## src/rtl/msi_doorbell_ctrl.sv

```systemverilog
module msi_doorbell_ctrl #(
  parameter int NUM_VEC = 256,
  parameter int ADDR_W = 8,
  parameter logic [ADDR_W-1:0] STAT_BASE = 8'h80,
  parameter logic [ADDR_W-1:0] EN_BASE = 8'hA0
) (
  input  logic              clk,
  input  logic              rst_n,
  input  logic              db_valid,
  input  logic [31:0]       db_vector,
  input  logic              reg_we,
  input  logic [ADDR_W-1:0] reg_addr,
  input  logic [31:0]       reg_wdata,
  output logic [31:0]       reg_rdata,
  output logic              irq
);
  localparam int WORDS = NUM_VEC / 32;
  localparam int VEC_W = $clog2(NUM_VEC);

  logic [NUM_VEC-1:0] status_q, enable_q, db_hit, ack;
  logic db_ok;

  assign db_ok  = db_valid && (db_vector < 32'(NUM_VEC));
  assign db_hit = db_ok ? (NUM_VEC'(1) << db_vector[VEC_W-1:0]) : '0;

  for (genvar w = 0; w < WORDS; w++) begin : g_word
    localparam logic [ADDR_W-1:0] SA = STAT_BASE + ADDR_W'(w * 4);
    localparam logic [ADDR_W-1:0] EA = EN_BASE + ADDR_W'(w * 4);

    assign ack[w*32 +: 32] = (reg_we && reg_addr == SA) ? reg_wdata : 32'h0;

    always_ff @(posedge clk) begin
      if (!rst_n)
        enable_q[w*32 +: 32] <= '0;
      else if (reg_we && reg_addr == EA)
        enable_q[w*32 +: 32] <= reg_wdata;
    end
  end

  always_ff @(posedge clk) begin
    if (!rst_n) status_q <= '0;
    else        status_q <= (status_q & ~ack) | db_hit;
  end

  always_comb begin
    reg_rdata = '0;
    for (int w = 0; w < WORDS; w++) begin
      if (reg_addr == STAT_BASE + ADDR_W'(w * 4)) reg_rdata = status_q[w*32 +: 32];
      if (reg_addr == EN_BASE + ADDR_W'(w * 4))   reg_rdata = enable_q[w*32 +: 32];
    end
  end

  assign irq = |(status_q & enable_q);
endmodule

```

## config.mk

```make
export PLATFORM = sky130hd
export DESIGN_NAME = msi_doorbell_ctrl
export DESIGN_NICKNAME = d
export VERILOG_FILES = /design/src/rtl/msi_doorbell_ctrl.sv
export SDC_FILE = /design/constraint.sdc
export NUM_CORES = 1
export LEC_CHECK = 0
export ABC_AREA = 1
export BUFFER_PORTS_ARGS = -buffer_cell sky130_fd_sc_hd__buf_2
export CORE_ASPECT_RATIO = 1.75
export CORE_MARGIN = 5
export CORE_UTILIZATION = 56
export DETAILED_ROUTE_END_ITERATION = 12
export PLACE_DENSITY = 0.76
export SYNTH_ARGS = -nofsm -noshare
export SYNTH_HDL_FRONTEND = slang
export SYNTH_SLANG_ARGS = --single-unit
export TNS_END_PERCENT = 5
```

## constraint.sdc

```tcl
create_clock -name clk -period 1.9 [get_ports clk]
set_input_delay 0.38 -clock clk [delete_from_list [all_inputs] [get_ports clk]]
set_output_delay 0.38 -clock clk [all_outputs]
set_load 0.03 [all_outputs]
```

Word level (Yosys, flattened, before mapping)
Cells that the tools add are included.
{"block": "classes", "magnitude_cmp": 1, "mux": 25, "n_eq_ne": 16, "shifts": 1, "reduce_logical": 18, "bitwise_logic": 4}
{"op": "32-bit two-way mux", "count": 24}
{"op": "256-bit bitwise AND", "count": 2}
{"op": "256-bit two-way mux", "count": 1}
{"op": "256-bit NOT", "count": 1}
{"op": "256-bit bitwise OR", "count": 1}
{"op": "256-bit OR reduction", "count": 1}
{"op": "1-bit by 8-bit << shifter with 256-bit output, first input constant", "count": 1}
{"op": "8-bit == test, second input constant", "count": 16}
{"op": "32-bit by 9-bit less-than comparator with 1-bit output, second input constant", "count": 1}
{"op": "1-bit logical AND", "count": 17}
{"block": "word_totals", "elab_cells": 74, "output_inout_bits": 33, "ff_bits": 512, "inputBits": 76}

Depth between registers and ports, before layout
{"block": "logic_depth", "word_depth": 17, "mapped_depth": 15, "depth_no_buf": 14}

Worst setup path after synthesis
Ideal clock, no wire load.
{"block": "synth_timing", "kind": "input to output", "from": "input reg_addr[1]", "to": "output reg_rdata[13]", "arrival_time_ns": 1.882, "stages": 8, "path_slack_ns": -0.362, "t_required_ns": 1.520, "path_buffers": 1, "cell_sequence": "nor2_1 -> nand3_2 -> nor2_1 -> inv_2 -> clkbuf_1 -> or2_2 -> nand2_1 -> nand4_1"}
{"block": "synth_between", "elab_chain_len": 17}
{"element": "from (decl)", "line_no": "12", "source": "input logic [ADDR_W-1:0] reg_addr,"}
{"element": "8-bit == test", "line_no": "48", "source": "if (reg_addr == STAT_BASE + ADDR_W'(w * 4)) reg_rdata = status_q[w*32 +: 32];"}
{"element": "32-bit two-way mux", "line_no": "48"}
{"element": "32-bit two-way mux", "line_no": "49", "source": "if (reg_addr == EN_BASE + ADDR_W'(w * 4)) reg_rdata = enable_q[w*32 +: 32];"}
{"element": "32-bit two-way mux", "line_no": "48"}
{"element": "32-bit two-way mux", "line_no": "49"}
{"element": "32-bit two-way mux", "line_no": "48"}
{"element": "32-bit two-way mux", "line_no": "49"}
{"element": "32-bit two-way mux", "line_no": "48"}
{"element": "32-bit two-way mux", "line_no": "49"}
{"element": "32-bit two-way mux", "line_no": "48"}
{"element": "32-bit two-way mux", "line_no": "49"}
{"element": "32-bit two-way mux", "line_no": "48"}
{"element": "32-bit two-way mux", "line_no": "49"}
{"element": "32-bit two-way mux", "line_no": "48"}
{"element": "32-bit two-way mux", "line_no": "49"}
{"element": "32-bit two-way mux", "line_no": "48"}
{"element": "32-bit two-way mux (*)", "line_no": "49"}
{"element": "to (decl)", "line_no": "14", "source": "output logic [31:0] reg_rdata,"}
Mark *: on every way between the ends. The rest lies on a longest branch, timed or not.

Worst setup path after layout
{"block": "layout_timing", "from": "register enable_q[210]", "to": "output irq"}
{"block": "layout_between", "elab_chain_len": 2}
{"element": "from (decl)", "line_no": "20", "source": "logic [NUM_VEC-1:0] status_q, enable_q, db_hit, ack;"}
{"element": "from (signal, indexed assignment)", "line_no": "36", "source": "enable_q[w*32 +: 32] <= reg_wdata;"}
{"element": "256-bit bitwise AND", "line_no": "53", "source": "assign irq = |(status_q & enable_q);"}
{"element": "256-bit OR reduction", "line_no": "53"}
{"element": "to (decl)", "line_no": "15", "source": "output logic irq"}
No other way between the ends.

==> metrics.md <==
| Metric | Value |
|---|---|
| Pin slew with the least headroom to its limit | `607.3 ps` |
| Via count | `29730` |
| Num rows | `103` |
| Status | `finished, violations left` |
| Failing checks | `setup timing` |
| Worst R2R End | `status_q[212]` |
| Gr ovfl total | `0` |
| Largest net degree at the start of global routing | `102` |
| CTS sink count | `512` |
| Vias in the first global route | `28470` |
| CP max stage cell | `dfxtp_1` |
| P_sw | `5343 uW` |
| Clk pwr share | `0.454` |
| Initial Utilization | `0.5629` |
| Yosys reg bits | `512` |
| R2r setup slk | `1070 ps` |
| Max-slew violations | `0` |
| Crit-path cells | `a22o_2 > a221oi_2 > buf_4 > nand4_1 > nor3_2 > buf_4 > nand4_1 > buf_6` |
| DRC viols | `0` |
| Highest Clock Rate | `332.3 MHz` |
| Die ar. | `49590 sq um` |
| Routed vias/inst | `6.193` |
| Detailed Routing Iterations Pass 1 | `6` |
| Area occupied by multi-input gates | `12910 sq um` |
| Max-Cap Viols | `0` |
| Total GRT Usage | `0.4143` |
| Slew HR | `0.5951` |
| Post-DRT Antenna Nets | `0` |
| Tot Pwr | `21920 uW` |
| Initial DRC Count | `3356` |
| Fillers | `3828` |
| Dpl ws | `-882.5 ps` |
| Die H | `290.9 um` |
| Sw Share | `0.2437` |
| Crit path depth | `8` |
| CP Data Arrival Time | `2630 ps` |
| WL/cell | `22.32 um` |
| Layout Nets | `4258` |
| Clock Latency Late Sink | `580 ps` |
| Buf/Inv on CP | `3` |
| Final wirelength | `107.2 mm` |
| Final setup viols | `33` |
| Kind of critical path | `reg2out` |
| Clock root buffer master | `clkbuf_16` |
| Hold path startpoint | `reg_wdata[8]` |
| Worst hold slack | `164.6 ps` |
| Synth Warn # | `0` |
| Seq/Total Area, Yosys | `0.4060` |
| Placed inst area | `30090 sq um` |
| Critical Path Source | `enable_q[210]` |
| Leakage | `0.01204 uW` |
| Area delta synth->final | `27.71%` |
| Post-Syn Area | `25240 sq um` |
| HP Class | `in2reg` |
| Comb power frac | `0.056` |
| Clk slew on worst S/H paths | `70 ps` |
| Clock buffer depth | `3` |
| Worst-path fanout max | `2` |
| DP Wirelength | `77.48 mm` |
| Tmin final | `3009 ps` |
| Top delay family on crit path | `buffers and inverters` |
| I/O pin count | `109` |
| CORE AREA | `44850 sq um` |
| TritonCTS clock tree | `done` |
| Post-Synthesis Cells | `3773` |
| Final instance area | `32240 sq um` |
| Reg2reg start | `status_q[212]` |
| R2R cell count | `3` |
| Crit share post-route | `1.584` |
| Num CTS Buffers | `48` |
| Crit path setup slack, layout | `-1109 ps` |
| Initial antenna violation count | `1` |
| Final Hold Viols | `0` |
| CP peak stage delay | `320 ps` |
| Die W | `170.5 um` |
| Req. time, crit path | `1520 ps` |
| Non-Filler Instances | `4801` |
| Worst setup EP type | `output pin` |
| Clk_skew | `0 ps` |
| Power Density | `680.0 nW/um^2` |
| Cell Int Power | `16580 uW` |
| Synth unique cells | `37` |
| Inst Count DP | `4704` |
| Register Area | `10250 sq um` |
| PortBufs | `108` |
| RSZ-0062 raised after global routing | `true` |
| First-pass GRT wire length | `159.6 mm` |
| Flop pwr share | `0.490` |
| Mean area per synthesized cell | `6.690 sq um` |
| Crit start category | `flop` |
| Critical Path Sink | `irq` |
| Peak supply drop | `0.8143 mV` |
| Layout cells sized above 1 | `0.1969` |
| Routability-driven placement congestion ratio | `1.008` |
| CTS H-tree depth | `2` |
| Syn Nets | `3849` |
==> cells in the mapped netlist <==
cell       count  share of area
nand3_1      275          0.055
buf_4         16         0.0048
or2_2         10         0.0025
or2_1          2        0.00050
buf_2         39         0.0077
nand3_2        2        0.00079
inv_1        273          0.041
dfxtp_1      512           0.41
and2b_1        1        0.00030
buf_6          3         0.0013
buf_1         15         0.0022
and3_1         1        0.00025
or2_0          3        0.00074
or4_1          1        0.00030
a22o_1        38          0.013
o21ai_1       11         0.0022
o22ai_1        9         0.0022
nand4_1      130          0.032
nor2_1       234          0.035
o21ai_0      436          0.086
nor3_1        69          0.014
a21oi_1      555           0.11
nand2_2        2        0.00050
clkbuf_1     208          0.031
nor2_4         9         0.0040
nand2_1      859           0.13
a2111oi_0      1        0.00035
buf_8         10         0.0059
o2111a_1       1        0.00045
nor4_2         1        0.00050
nor2_2         4        0.00099
a221oi_1      15         0.0052
nor4_1         4        0.00099
a211oi_1       4         0.0012
o2111ai_1      4         0.0014
inv_2         15         0.0022
and2_1         1        0.00025
==> layout make-up <==
type | count | share of cell area
diodes | 4 | 0.0003105
repair buffers | 650 | 0.1753
inverters | 288 | 0.03477
clock inverters | 14 | 0.005007
clock buffers | 74 | 0.04374
multi-input cells | 2682 | 0.4005
flip-flops and latches | 512 | 0.3180
well taps | 577 | 0.02239
==> cells by family (layout without fill, tap and decap cells) <==
kind of cell | count (synthesis) | after routing | synth area share
flip-flops | 512 | 512 | 0.4060
AO/OA/AOI/OAI | 1074 | 1074 | 0.2227
other | 0 | 4 | 0
buffers and inverters | 579 | 1026 | 0.09576
AND/OR/NAND/NOR | 1608 | 1608 | 0.2755
==> layout by cell type, fill, tap and decap left out, types with 18 or more instances in the layout <==
master and n:
nand2_2 18, nand3_1 266, buf_12 66, dfxtp_1 511
buf_4 477, buf_2 72, nand2_1 839, inv_1 267
a22o_1 37, buf_6 32, o21ai_1 18, nand4_1 130
o21ai_0 426, a21oi_1 553, nor2_1 227, nor3_1 60
clkbuf_16 49
==> repair_timing <==
action / 4_1_cts / 5_1_grt
pin swaps: 14 / 6
endpoints found under the setup margin: 44 / 39
setup buffers: 6 / 0
cloned: 0 / 0
gates resized for setup: 120 / 34
hold endpoints to repair: 0 / 0
hold buffers: 0 / 0
==> state kept, by name, summed over array words and instances (netlist names) <==
| name | flops |
|---|---|
| enable_q | 256 |
| status_q | 256 |
==> power by group through the flow <==
stage	combinational, uW	clock (uW)	sequential, uW
6_report	1230	9950	10700
5_1_grt	1270	10400	10700
4_1_cts	1170	9930	10700
3_5_place_dp	1140	0	11000
3_3_place_gp	1130	0	11000
2_1_floorplan	574	0	11000
==> tightest hold or removal path, cell delays in order <==
cell	delay, ps
buf_2	150
nand3_1	100
a21oi_1	70
==> worst min-delay path by stage <==
stage               slack, ps  cells past startpoint           end
floorplan                 440                      2  enable_q[21]
CTS                       130                      3  enable_q[72]
global route              160                      3  enable_q[72]
finish                    160                      3  enable_q[72]
global placement          450                      2  enable_q[28]
detailed placement        450                      2  enable_q[13]
==> stage by stage <==
stage	TNS, ps	util
2_1_floorplan	-8424	-
6_report	-21910	0.7188
3_3_place_gp	-161670	0.6710
4_1_cts	-20580	0.7165
5_1_grt	-25550	0.7186
3_5_place_dp	-176440	0.6710
==> metal layers <==
metal | vias to the layer above | GRT usage | part of all wire
met1 | 13710 | 0.4862 | 0.35
met2 | 1900 | 0.6690 | 0.46
met5 | - | 0 | 0
met3 | 619 | 0.07310 | 0.10
li1 | 13500 | - | -
met4 | 0 | 0.3072 | 0.094
Note: power is estimated with default switching activity, not from simulation.
